`src/rtl/mesi_pkg.sv`:
```
package mesi_pkg;

  typedef enum logic [1:0] {
    ST_I = 2'd0,
    ST_S = 2'd1,
    ST_E = 2'd2,
    ST_M = 2'd3
  } mesi_t;

  typedef enum logic [1:0] {
    CMD_NONE = 2'd0,
    CMD_RD   = 2'd1,
    CMD_RDX  = 2'd2,
    CMD_WB   = 2'd3
  } bus_cmd_t;

  // State of a line after another cache's command hits it
  function automatic mesi_t snoop_next(input mesi_t s, input bus_cmd_t c);
    mesi_t n;
    n = s;
    case (c)
      CMD_RD:  n = (s == ST_I) ? ST_I : ST_S;
      CMD_RDX: n = ST_I;
      default: n = s;
    endcase
    return n;
  endfunction

  // A snooped read or ownership request that hits a dirty line must be supplied
  function automatic logic snoop_dirty(input mesi_t s, input bus_cmd_t c);
    return (s == ST_M) && ((c == CMD_RD) || (c == CMD_RDX));
  endfunction

endpackage

```
`src/rtl/mesi_line_slot.sv`:
```
module mesi_line_slot
  import mesi_pkg::*;
#(
  parameter int TAG_W = 4
) (
  input  logic             clk,
  input  logic             rst,
  input  logic             snp_sel,
  input  logic [TAG_W-1:0] snp_tag,
  input  bus_cmd_t         snp_cmd,
  input  logic             upd_en,
  input  logic [TAG_W-1:0] upd_tag,
  input  mesi_t            upd_state,
  output logic [TAG_W-1:0] tag_o,
  output mesi_t            state_o,
  output logic             snp_hit
);

  logic [TAG_W-1:0] tag_q;
  mesi_t            state_q;

  assign snp_hit = snp_sel && (state_q != ST_I) && (tag_q == snp_tag);
  assign tag_o   = tag_q;
  assign state_o = state_q;

  // The local update was computed from the post-snoop view, so it has priority
  always_ff @(posedge clk) begin
    if (rst) begin
      state_q <= ST_I;
      tag_q   <= '0;
    end else if (upd_en) begin
      state_q <= upd_state;
      tag_q   <= upd_tag;
    end else if (snp_hit) begin
      state_q <= snoop_next(state_q, snp_cmd);
    end
  end

  // Modified is entered only through a local update
  a_r3_m_only_local: assert property (@(posedge clk) disable iff (rst)
    (state_q == ST_M && $past(state_q) != ST_M) |-> $past(upd_en));

  // an ownership snoop leaves nothing valid behind
  a_r8_rdx_invalidates: assert property (@(posedge clk) disable iff (rst)
    (snp_hit && snp_cmd == CMD_RDX && !upd_en) |=> (state_q == ST_I));

endmodule

```
`src/rtl/mesi_snoop_resp.sv`:
```
module mesi_snoop_resp
  import mesi_pkg::*;
#(
  parameter int ADDR_W = 6
) (
  input  logic              clk,
  input  logic              rst,
  input  logic              snoop_valid,
  input  bus_cmd_t          snoop_cmd,
  input  logic [ADDR_W-1:0] snoop_addr,
  input  logic              hit,
  input  mesi_t             hit_state,
  output logic              shared_out,
  output logic              flush_valid,
  output logic [ADDR_W-1:0] flush_addr
);

  logic              shared_q;
  logic              flush_q;
  logic [ADDR_W-1:0] flush_addr_q;

  always_ff @(posedge clk) begin
    if (rst) begin
      shared_q     <= 1'b0;
      flush_q      <= 1'b0;
      flush_addr_q <= '0;
    end else begin
      shared_q <= snoop_valid && hit && (snoop_cmd == CMD_RD);
      flush_q  <= snoop_valid && hit && snoop_dirty(hit_state, snoop_cmd);
      if (snoop_valid && hit) flush_addr_q <= snoop_addr;
    end
  end

  assign shared_out  = shared_q;
  assign flush_valid = flush_q;
  assign flush_addr  = flush_addr_q;

  // dirty hit by a read is flushed in the next cycle with its address
  a_r7_flush_on_read: assert property (@(posedge clk) disable iff (rst)
    (snoop_valid && hit && hit_state == ST_M && snoop_cmd == CMD_RD)
      |=> (flush_valid && flush_addr == $past(snoop_addr)));

  // a read hitting a valid line raises shared in the next cycle
  a_r9_shared_on_hit: assert property (@(posedge clk) disable iff (rst)
    (snoop_valid && hit && snoop_cmd == CMD_RD) |=> shared_out);

  // ownership snoops never report sharing
  a_r8_rdx_not_shared: assert property (@(posedge clk) disable iff (rst)
    (snoop_valid && snoop_cmd == CMD_RDX) |=> !shared_out);

endmodule

```
`src/rtl/mesi_req_fsm.sv`:
```
module mesi_req_fsm
  import mesi_pkg::*;
#(
  parameter int ADDR_W = 6,
  parameter int SET_W  = 2
) (
  input  logic              clk,
  input  logic              rst,
  input  logic              cpu_valid,
  input  logic              cpu_write,
  input  logic [ADDR_W-1:0] cpu_addr,
  input  mesi_t             look_state,
  input  logic [ADDR_W-SET_W-1:0] look_tag,
  input  logic [(1<<SET_W)-1:0]   snp_hit_vec,
  input  bus_cmd_t          snp_cmd,
  input  logic              bus_gnt,
  input  logic              shared_in,
  output logic              cpu_ready,
  output logic              upd_en,
  output logic [SET_W-1:0]  upd_set,
  output logic [ADDR_W-SET_W-1:0] upd_tag,
  output mesi_t             upd_state,
  output logic              bus_req,
  output bus_cmd_t          bus_cmd,
  output logic [ADDR_W-1:0] bus_addr,
  output logic              resp_valid,
  output logic              resp_hit,
  output mesi_t             resp_state
);

  localparam int TAG_W = ADDR_W - SET_W;

  typedef enum logic [1:0] {F_IDLE, F_WB, F_REQ, F_RSP} fsm_t;

  fsm_t              fsm_q;
  logic [ADDR_W-1:0] pend_addr_q;
  logic              pend_write_q;
  logic              pend_hit_q;
  logic              req_q;
  bus_cmd_t          cmd_q;
  logic [ADDR_W-1:0] addr_q;
  logic              rv_q;
  logic              rh_q;
  mesi_t             rs_q;

  logic [SET_W-1:0] cpu_set;
  logic [TAG_W-1:0] cpu_tag;
  logic [SET_W-1:0] pend_set;
  logic [TAG_W-1:0] pend_tag;
  logic             look_hit;
  logic             quick_done;
  logic             granted;
  logic             victim_lost;
  bus_cmd_t         main_cmd;
  mesi_t            fill_state;

  assign cpu_set    = cpu_addr[SET_W-1:0];
  assign cpu_tag    = cpu_addr[ADDR_W-1:SET_W];
  assign pend_set   = pend_addr_q[SET_W-1:0];
  assign pend_tag   = pend_addr_q[ADDR_W-1:SET_W];
  assign look_hit   = (look_state != ST_I) && (look_tag == cpu_tag);
  assign quick_done = look_hit && (!cpu_write || look_state != ST_S);
  assign granted    = req_q && bus_gnt;
  assign victim_lost = snp_hit_vec[pend_set] && (snp_cmd != CMD_WB);
  assign main_cmd   = pend_write_q ? CMD_RDX : CMD_RD;
  assign fill_state = pend_write_q ? ST_M : (shared_in ? ST_S : ST_E);
  assign cpu_ready  = (fsm_q == F_IDLE);

  always_comb begin
    upd_en    = 1'b0;
    upd_set   = cpu_set;
    upd_tag   = cpu_tag;
    upd_state = ST_M;
    case (fsm_q)
      F_IDLE: begin
        if (cpu_valid && quick_done && cpu_write) upd_en = 1'b1;
      end
      F_WB: begin
        if (granted) begin
          upd_en    = 1'b1;
          upd_set   = pend_set;
          upd_tag   = addr_q[ADDR_W-1:SET_W];
          upd_state = ST_I;
        end
      end
      F_RSP: begin
        upd_en    = 1'b1;
        upd_set   = pend_set;
        upd_tag   = pend_tag;
        upd_state = fill_state;
      end
      default: ;
    endcase
  end

  always_ff @(posedge clk) begin
    if (rst) begin
      fsm_q        <= F_IDLE;
      pend_addr_q  <= '0;
      pend_write_q <= 1'b0;
      pend_hit_q   <= 1'b0;
      req_q        <= 1'b0;
      cmd_q        <= CMD_NONE;
      addr_q       <= '0;
      rv_q         <= 1'b0;
      rh_q         <= 1'b0;
      rs_q         <= ST_I;
    end else begin
      rv_q <= 1'b0;
      case (fsm_q)
        F_IDLE: begin
          if (cpu_valid) begin
            pend_addr_q  <= cpu_addr;
            pend_write_q <= cpu_write;
            pend_hit_q   <= look_hit;
            if (quick_done) begin
              rv_q <= 1'b1;
              rh_q <= 1'b1;
              rs_q <= cpu_write ? ST_M : look_state;
            end else if (!look_hit && look_state == ST_M) begin
              req_q  <= 1'b1;
              cmd_q  <= CMD_WB;
              addr_q <= {look_tag, cpu_set};
              fsm_q  <= F_WB;
            end else begin
              req_q  <= 1'b1;
              cmd_q  <= cpu_write ? CMD_RDX : CMD_RD;
              addr_q <= cpu_addr;
              fsm_q  <= F_REQ;
            end
          end
        end
        F_WB: begin
          if (victim_lost || granted) begin
            cmd_q  <= main_cmd;
            addr_q <= pend_addr_q;
            fsm_q  <= F_REQ;
          end
        end
        F_REQ: begin
          if (granted) begin
            req_q <= 1'b0;
            cmd_q <= CMD_NONE;
            fsm_q <= F_RSP;
          end
        end
        default: begin
          rv_q  <= 1'b1;
          rh_q  <= pend_hit_q;
          rs_q  <= fill_state;
          fsm_q <= F_IDLE;
        end
      endcase
    end
  end

  assign bus_req    = req_q;
  assign bus_cmd    = cmd_q;
  assign bus_addr   = addr_q;
  assign resp_valid = rv_q;
  assign resp_hit   = rh_q;
  assign resp_state = rs_q;

  // a load hit completes in the next cycle as a hit
  a_r2_load_hit_latency: assert property (@(posedge clk) disable iff (rst)
    (cpu_ready && cpu_valid && !cpu_write && look_hit) |=> (resp_valid && resp_hit));

  // an upgrade always asks for ownership
  a_r4_upgrade_rdx: assert property (@(posedge clk) disable iff (rst)
    (fsm_q == F_REQ && pend_hit_q) |-> (bus_cmd == CMD_RDX));

  // a read fill follows the shared input of the response cycle
  a_r5_fill_state: assert property (@(posedge clk) disable iff (rst)
    (fsm_q == F_RSP && !pend_write_q)
      |=> (resp_valid && resp_state == ($past(shared_in) ? ST_S : ST_E)));

  // no bus request while idle
  a_r11_idle_quiet: assert property (@(posedge clk) disable iff (rst)
    (fsm_q == F_IDLE) |-> !bus_req);

endmodule

```
`src/rtl/mesi_snoop_ctrl.sv`:
```
module mesi_snoop_ctrl
  import mesi_pkg::*;
#(
  parameter int ADDR_W = 6,
  parameter int SET_W  = 2
) (
  input  logic              clk,
  input  logic              rst,
  input  logic              cpu_valid,
  input  logic              cpu_write,
  input  logic [ADDR_W-1:0] cpu_addr,
  output logic              cpu_ready,
  output logic              resp_valid,
  output logic              resp_hit,
  output logic [1:0]        resp_state,
  output logic              bus_req,
  input  logic              bus_gnt,
  output logic [1:0]        bus_cmd,
  output logic [ADDR_W-1:0] bus_addr,
  input  logic              shared_in,
  input  logic              snoop_valid,
  input  logic [1:0]        snoop_cmd,
  input  logic [ADDR_W-1:0] snoop_addr,
  output logic              shared_out,
  output logic              flush_valid,
  output logic [ADDR_W-1:0] flush_addr
);

  localparam int SETS  = 1 << SET_W;
  localparam int TAG_W = ADDR_W - SET_W;

  logic [TAG_W-1:0] tag_arr   [SETS];
  mesi_t            state_arr [SETS];
  logic [SETS-1:0]  snp_hit_vec;

  bus_cmd_t         snp_cmd;
  logic [SET_W-1:0] snp_set;
  logic [TAG_W-1:0] snp_tag;
  logic [SET_W-1:0] cpu_set;
  mesi_t            cpu_raw;
  mesi_t            cpu_eff;

  logic             upd_en;
  logic [SET_W-1:0] upd_set;
  logic [TAG_W-1:0] upd_tag;
  mesi_t            upd_state;
  bus_cmd_t         cmd_int;
  mesi_t            rs_int;

  assign snp_cmd = bus_cmd_t'(snoop_cmd);
  assign snp_set = snoop_addr[SET_W-1:0];
  assign snp_tag = snoop_addr[ADDR_W-1:SET_W];
  assign cpu_set = cpu_addr[SET_W-1:0];

  for (genvar g = 0; g < SETS; g++) begin : g_slot
    mesi_line_slot #(.TAG_W(TAG_W)) u_slot (
      .clk       (clk),
      .rst       (rst),
      .snp_sel   (snoop_valid && (snp_set == g)),
      .snp_tag   (snp_tag),
      .snp_cmd   (snp_cmd),
      .upd_en    (upd_en && (upd_set == g)),
      .upd_tag   (upd_tag),
      .upd_state (upd_state),
      .tag_o     (tag_arr[g]),
      .state_o   (state_arr[g]),
      .snp_hit   (snp_hit_vec[g])
    );
  end

  // Processor lookup sees the line after this cycle's snoop has been applied
  assign cpu_raw = state_arr[cpu_set];
  assign cpu_eff = snp_hit_vec[cpu_set] ? snoop_next(cpu_raw, snp_cmd) : cpu_raw;

  mesi_req_fsm #(.ADDR_W(ADDR_W), .SET_W(SET_W)) u_fsm (
    .clk         (clk),
    .rst         (rst),
    .cpu_valid   (cpu_valid),
    .cpu_write   (cpu_write),
    .cpu_addr    (cpu_addr),
    .look_state  (cpu_eff),
    .look_tag    (tag_arr[cpu_set]),
    .snp_hit_vec (snp_hit_vec),
    .snp_cmd     (snp_cmd),
    .bus_gnt     (bus_gnt),
    .shared_in   (shared_in),
    .cpu_ready   (cpu_ready),
    .upd_en      (upd_en),
    .upd_set     (upd_set),
    .upd_tag     (upd_tag),
    .upd_state   (upd_state),
    .bus_req     (bus_req),
    .bus_cmd     (cmd_int),
    .bus_addr    (bus_addr),
    .resp_valid  (resp_valid),
    .resp_hit    (resp_hit),
    .resp_state  (rs_int)
  );

  mesi_snoop_resp #(.ADDR_W(ADDR_W)) u_snoop (
    .clk         (clk),
    .rst         (rst),
    .snoop_valid (snoop_valid),
    .snoop_cmd   (snp_cmd),
    .snoop_addr  (snoop_addr),
    .hit         (|snp_hit_vec),
    .hit_state   (state_arr[snp_set]),
    .shared_out  (shared_out),
    .flush_valid (flush_valid),
    .flush_addr  (flush_addr)
  );

  assign bus_cmd    = cmd_int;
  assign resp_state = rs_int;

  // a writeback is only issued for a line this cache holds dirty
  a_r10_wb_is_dirty: assert property (@(posedge clk) disable iff (rst)
    (bus_req && bus_gnt && bus_cmd == CMD_WB)
      |-> (state_arr[bus_addr[SET_W-1:0]] == ST_M));

  // a flush always leaves the set without a dirty copy
  a_r7_flush_clears_dirty: assert property (@(posedge clk) disable iff (rst)
    flush_valid |-> (state_arr[flush_addr[SET_W-1:0]] != ST_M
                     || tag_arr[flush_addr[SET_W-1:0]] != flush_addr[ADDR_W-1:SET_W]));

endmodule

```
`config.mk`:
```
export PLATFORM = sky130hd
export DESIGN_NAME = mesi_snoop_ctrl
export DESIGN_NICKNAME = d
export VERILOG_FILES = /design/src/rtl/mesi_pkg.sv /design/src/rtl/mesi_line_slot.sv /design/src/rtl/mesi_snoop_resp.sv /design/src/rtl/mesi_req_fsm.sv /design/src/rtl/mesi_snoop_ctrl.sv
export SDC_FILE = /design/constraint.sdc
export NUM_CORES = 1
export LEC_CHECK = 0
export BUFFER_PORTS_ARGS = -buffer_cell sky130_fd_sc_hd__buf_2
export CORE_ASPECT_RATIO = 0.9
export CORE_UTILIZATION = 53
export DETAILED_ROUTE_END_ITERATION = 8
export GPL_TIMING_DRIVEN = 0
export PLACE_DENSITY = 0.82
export SYNTH_ARGS = -nofsm -noshare
export SYNTH_HDL_FRONTEND = slang
export SYNTH_SLANG_ARGS = --single-unit
export TNS_END_PERCENT = 100
```
`constraint.sdc`:
```
create_clock -name clk -period 2.5 [get_ports clk]
set_clock_uncertainty 0.15 [all_clocks]
set_input_delay 0.375 -clock clk [delete_from_list [all_inputs] [get_ports clk]]
set_output_delay 0.375 -clock clk [all_outputs]
set_load 0.01 [all_outputs]
```
==> report_table.html <==
<table>
<tr><th>Metric</th><th>Value</th></tr>
<tr><th colspan="2">Floorplan</th></tr>
<tr><td>Num rows</td><td>27</td></tr>
<tr><td>Standard cell core area</td><td>roughly 6200 um2</td></tr>
<tr><td>Initial core utilization</td><td>0.557</td></tr>
<tr><td>Die W</td><td>87.2 um</td></tr>
<tr><td>I/O pin total</td><td>between 40 and 50</td></tr>
<tr><td>Die Footprint</td><td>between 6000 and 7000 um2</td></tr>
<tr><td>Die Height</td><td>78.7 um</td></tr>
<tr><th colspan="2">Pwr</th></tr>
<tr><td>Relative contribution of combinational cells to total power</td><td>0.477</td></tr>
<tr><td>Clock share of power</td><td>0.186</td></tr>
<tr><td>Pwr Total</td><td>3420 uW</td></tr>
<tr><td>Power per Cell Area</td><td>about 800 nW/um2</td></tr>
<tr><td>Switching part of the total</td><td>0.393</td></tr>
<tr><td>Worst supply voltage drop on vdd</td><td>around 0.00041 V</td></tr>
<tr><td>Sequential fraction of design power</td><td>0.336</td></tr>
<tr><td>Reported leakage power</td><td>between 0.0015 and 0.002 uW</td></tr>
<tr><td>Total internal power</td><td>between 2000 and 2500 uW</td></tr>
<tr><td>Switching power</td><td>1340 uW</td></tr>
<tr><th colspan="2">Cells and area</th></tr>
<tr><td>Share of final-layout standard cells stronger than drive strength 1</td><td>0.353</td></tr>
<tr><td>Finished Cell Area</td><td>roughly 4400 um2</td></tr>
<tr><td>Core Util, Final</td><td>0.707</td></tr>
<tr><td>Diode insertion count for antenna repair</td><td>0</td></tr>
<tr><td>Area growth, synth to finish</td><td>26.9%</td></tr>
<tr><td>Nets</td><td>roughly 490</td></tr>
<tr><th colspan="2">Global routing</th></tr>
<tr><td>Most used routing layer</td><td>met2</td></tr>
<tr><td>Global-route wire length before repair</td><td>between 15000 and 20000 um</td></tr>
<tr><td>GRT Resource Usage Total</td><td>0.301</td></tr>
<tr><td>Routing usage on met1</td><td>0.410</td></tr>
<tr><td>Initial antenna violation count</td><td>0</td></tr>
<tr><td>Met3 Usage GRT</td><td>0.0547</td></tr>
<tr><td>Total gr overflow</td><td>0</td></tr>
<tr><td>Number of global-route vias before repair</td><td>3134</td></tr>
<tr><td>Met2 usage in global routing</td><td>0.483</td></tr>
<tr><td>Largest net degree at the start of global routing</td><td>18</td></tr>
<tr><th colspan="2">STA</th></tr>
<tr><td>Number of endpoints failing setup at the final stage</td><td>34</td></tr>
<tr><td>Setup_tns</td><td>-5.44 ns</td></tr>
<tr><td>Headroom to the max-slew limit</td><td>0.546</td></tr>
<tr><td>Highest Clock Rate</td><td>363 MHz</td></tr>
<tr><td>Final setup margin</td><td>-0.257 ns</td></tr>
<tr><td>RSZ-0062 raised after global routing</td><td>true</td></tr>
<tr><td>Final clock period utilization by the worst path</td><td>1.10</td></tr>
<tr><td>Final count of pins violating max slew</td><td>0</td></tr>
<tr><td>Time the final worst path needs with I/O delays and setup</td><td>approximately 2.8 ns</td></tr>
<tr><td>Post-route worst hold slack</td><td>0.163 ns</td></tr>
<tr><td>Worst Tran Pin Value</td><td>slightly below 0.7 ns</td></tr>
<tr><td>Number of endpoints with negative hold slack in the final report</td><td>0</td></tr>
<tr><th colspan="2">Clock tree</th></tr>
<tr><td>Clock tree from TritonCTS</td><td>built</td></tr>
<tr><td>Root buffer cell</td><td>sky130_fd_sc_hd__clkbuf_8</td></tr>
<tr><td>Clock-pin slew reported for the worst setup and hold paths after clock tree synthesis</td><td>between 0.1 and 0.15 ns</td></tr>
<tr><td>Number of clock sinks</td><td>55</td></tr>
<tr><td>Clock Tree Buf Depth</td><td>2</td></tr>
<tr><td>Clock buffers created by TritonCTS</td><td>5</td></tr>
<tr><td>Clock latency of the later-clocked register in the worst-skew pair</td><td>between 0.3 and 0.4 ns</td></tr>
<tr><td># H-tree levels</td><td>2</td></tr>
<tr><td>Post-cts hold buffer count</td><td>0</td></tr>
<tr><th colspan="2">Synth</th></tr>
<tr><td>Most numerous cell in the Yosys netlist</td><td>sky130_fd_sc_hd__dfxtp_1</td></tr>
<tr><td>Syn_nets</td><td>428</td></tr>
<tr><td>Prevailing post-synth register cell</td><td>sky130_fd_sc_hd__dfxtp_1</td></tr>
<tr><td>Seq/Total Area, Yosys</td><td>0.318</td></tr>
<tr><td>Area leader, netlist</td><td>sky130_fd_sc_hd__dfxtp_1</td></tr>
<tr><td>Average cell area after synthesis</td><td>between 8 and 9 um2</td></tr>
<tr><td>Number of enable flip-flop cells after synthesis</td><td>0</td></tr>
<tr><td>Number of synthesis warnings</td><td>0</td></tr>
<tr><td>Post-synth ARST share</td><td>0</td></tr>
<tr><td>Number of distinct standard cells referenced by the synthesized netlist</td><td>65</td></tr>
<tr><td>Count of state elements after synthesis</td><td>55</td></tr>
<tr><td>Cell types with the largest area share after synthesis</td><td>sky130_fd_sc_hd__dfxtp_1 32%, sky130_fd_sc_hd__nand2_1 5.6%, sky130_fd_sc_hd__mux2i_1 5.2%</td></tr>
<tr><td>Area share of the largest cell type after synthesis</td><td>0.318</td></tr>
<tr><td>Commonest cells in the netlist</td><td>55 x sky130_fd_sc_hd__dfxtp_1, 52 x sky130_fd_sc_hd__nand2_1, 39 x sky130_fd_sc_hd__nor2_1</td></tr>
<tr><td>Netlist area before placement</td><td>3460 um2</td></tr>
<tr><td>Synthesized instance count</td><td>400</td></tr>
<tr><th colspan="2">Drt</th></tr>
<tr><td>Remaining number of nets flagged by the antenna check after routing</td><td>0</td></tr>
<tr><td>Total Routed Length</td><td>roughly 10000 um</td></tr>
<tr><td>Via count</td><td>between 3000 and 4000</td></tr>
<tr><td>Vias per std cell</td><td>between 5 and 6</td></tr>
<tr><td>Remaining DRCs</td><td>0</td></tr>
<tr><td>First DRT Iteration DRCs</td><td>~360</td></tr>
<tr><td>Routed wire per std cell</td><td>~18 um</td></tr>
<tr><td>Number of detailed-route iterations in the first pass</td><td>7</td></tr>
<tr><th colspan="2">Critical path</th></tr>
<tr><td>Arrival time at the worst endpoint</td><td>approximately 2.8 ns</td></tr>
<tr><td>Crit Path Category</td><td>flop to flop</td></tr>
<tr><td>Largest fanout on the critical path</td><td>4</td></tr>
<tr><td>Category of the worst setup path launch point</td><td>flop</td></tr>
<tr><td>Critical Path RT</td><td>2.58 ns</td></tr>
<tr><td>Element type at the critical path end</td><td>flop</td></tr>
<tr><th colspan="2">Placement</th></tr>
<tr><td>Routability congestion estimate</td><td>roughly 0.97</td></tr>
<tr><td>Detailed Place HPWL</td><td>slightly below 7000 um</td></tr>
<tr><td>Buffers on Ports</td><td>37</td></tr>
<tr><td>Placed Area</td><td>around 3900 um2</td></tr>
<tr><th colspan="2">Run status</th></tr>
<tr><td>Status</td><td>finished with violations</td></tr>
<tr><td>Violations in the final reports</td><td>setup timing</td></tr>
<tr><th colspan="2">Run</th></tr>
<tr><td>Max capacitance violation total</td><td>0</td></tr>
<tr><th colspan="2">Worst hold path</th></tr>
<tr><td>Class of the tightest hold or removal check</td><td>primary input to flop</td></tr>
</table>
==> routing by layer <==
metal / vias to the layer above / wire length (um)
met5: - / 0
met3: 22 / 906
met1: 1540 / 4240
met4: 0 / 208
li1: 1561 / -
met2: 187 / 4810
==> final cells by class <==
| cell class | instances | area [um2] |
|---|---|---|
| clock buffers | 6 | 82.6 |
| inverters | 16 | 60.1 |
| clock inverters | 2 | 38.8 |
| multi-input cells | 305 | 2390 |
| well taps | 87 | 109 |
| fillers | 491 | 1820 |
| flip-flops and latches | 55 | 1120 |
| repair buffers | 61 | 390 |
| plain buffers | 22 | 201 |
==> worst max-delay path, cell delays in order (launching register included) <==
cell and delay, ns:
sky130_fd_sc_hd__dfxtp_4 0.36, sky130_fd_sc_hd__mux4_2 0.52, sky130_fd_sc_hd__xor2_2 0.21, sky130_fd_sc_hd__nor4_4 0.26, sky130_fd_sc_hd__buf_4 0.19, sky130_fd_sc_hd__a41oi_4 0.18
sky130_fd_sc_hd__nor3b_4 0.29, sky130_fd_sc_hd__buf_4 0.17, sky130_fd_sc_hd__buf_6 0.10, sky130_fd_sc_hd__nor2_4 0.03, sky130_fd_sc_hd__a311oi_2 0.21
==> cells in the final DEF, fill, tap and decap left out, types with 4 or more instances in the layout <==
| cell type | count |
|---|---|
| sky130_fd_sc_hd__nor2_2 | 4 |
| sky130_fd_sc_hd__nand4_1 | 6 |
| sky130_fd_sc_hd__dfxtp_1 | 44 |
| sky130_fd_sc_hd__ha_1 | 6 |
| sky130_fd_sc_hd__nor3b_1 | 4 |
| sky130_fd_sc_hd__xnor2_1 | 4 |
| sky130_fd_sc_hd__clkbuf_8 | 10 |
| sky130_fd_sc_hd__nor3_1 | 4 |
| sky130_fd_sc_hd__a21oi_1 | 26 |
| sky130_fd_sc_hd__a211o_1 | 5 |
| sky130_fd_sc_hd__xor2_1 | 10 |
| sky130_fd_sc_hd__mux2i_1 | 18 |
| sky130_fd_sc_hd__buf_6 | 9 |
| sky130_fd_sc_hd__buf_4 | 19 |
| sky130_fd_sc_hd__nand3_1 | 7 |
| sky130_fd_sc_hd__o21ai_0 | 9 |
| sky130_fd_sc_hd__a311oi_1 | 9 |
| sky130_fd_sc_hd__nand3b_1 | 4 |
| sky130_fd_sc_hd__a22oi_1 | 4 |
| sky130_fd_sc_hd__nand2_1 | 49 |
| sky130_fd_sc_hd__nand2b_1 | 11 |
| sky130_fd_sc_hd__inv_1 | 16 |
| sky130_fd_sc_hd__xor2_2 | 4 |
| sky130_fd_sc_hd__dfxtp_2 | 10 |
| sky130_fd_sc_hd__mux2_2 | 5 |
| sky130_fd_sc_hd__buf_2 | 41 |
| sky130_fd_sc_hd__mux4_2 | 6 |
| sky130_fd_sc_hd__nor2_1 | 32 |
==> stage by stage <==
| stage | setup slack, ns | instances |
|---|---|---|
| after detailed placement | -0.539 | 524 |
| after global placement | -0.507 | 524 |
| after floorplan | -0.102 | 400 |
| after global routing | -0.367 | 554 |
| after CTS | -0.0917 | 543 |
| final | -0.257 | 554 |
==> power groups by stage <==
stage | sequential (uW) | clock, uW | combinational, uW
after floorplan | 1180 | 0 | 949
after global placement | 1140 | 0 | 1300
after detailed placement | 1160 | 0 | 1320
after CTS | 1140 | 643 | 1440
after global routing | 1170 | 681 | 1760
final | 1150 | 637 | 1630
==> flip-flops by register name, indices dropped and copies added, names as in the netlist <==
name and count:
g_slot.u_slot.state_o 8, g_slot.u_slot.tag_o 16, u_fsm.bus_addr 6, u_fsm.bus_cmd 2
u_fsm.bus_req 1, u_fsm.fsm_q 2, u_fsm.pend_addr_q 6, u_fsm.pend_hit_q 1
u_fsm.pend_write_q 1, u_fsm.resp_hit 1, u_fsm.resp_state 2, u_fsm.resp_valid 1
u_snoop.flush_addr 6, u_snoop.flush_valid 1, u_snoop.shared_out 1
==> final timing paths <==
check             slack, ns                                   start  cells after the start                                      to
setup / recovery      -0.26  g_slot[2].u_slot.tag_o[3]$_SDFFE_PP0P_                     10  g_slot[2].u_slot.tag_o[0]$_SDFFE_PP0P_
hold reg to reg        0.30      u_snoop.flush_addr[0]$_SDFFE_PP0P_                      2      u_snoop.flush_addr[0]$_SDFFE_PP0P_
hold / removal         0.16                           snoop_addr[4]                      3      u_snoop.flush_addr[4]$_SDFFE_PP0P_
setup reg to reg      -0.26  g_slot[2].u_slot.tag_o[3]$_SDFFE_PP0P_                     10  g_slot[2].u_slot.tag_o[0]$_SDFFE_PP0P_
==> timing repair <==
action / CTS / global route
resized for setup: 31 / 34
gates cloned: 1 / 1
setup buffers: 12 / 11
setup endpoints to repair: 38 / 35
pin swaps: 16 / 16
==> cells by family (layout without fill, tap and decap cells) <==
group | count (synthesis) | after routing | synth area share
buffers and inverters | 40 | 107 | 0.0665
adders and majority gates | 7 | 7 | 0.0253
and+or+nand+nor | 158 | 158 | 0.230
DFF | 55 | 55 | 0.318
xor gates and xnor gates | 20 | 20 | 0.0506
AOI/OAI and AO/OA | 89 | 89 | 0.192
muxes | 31 | 31 | 0.118
Note: power is estimated with default switching activity, not from simulation.
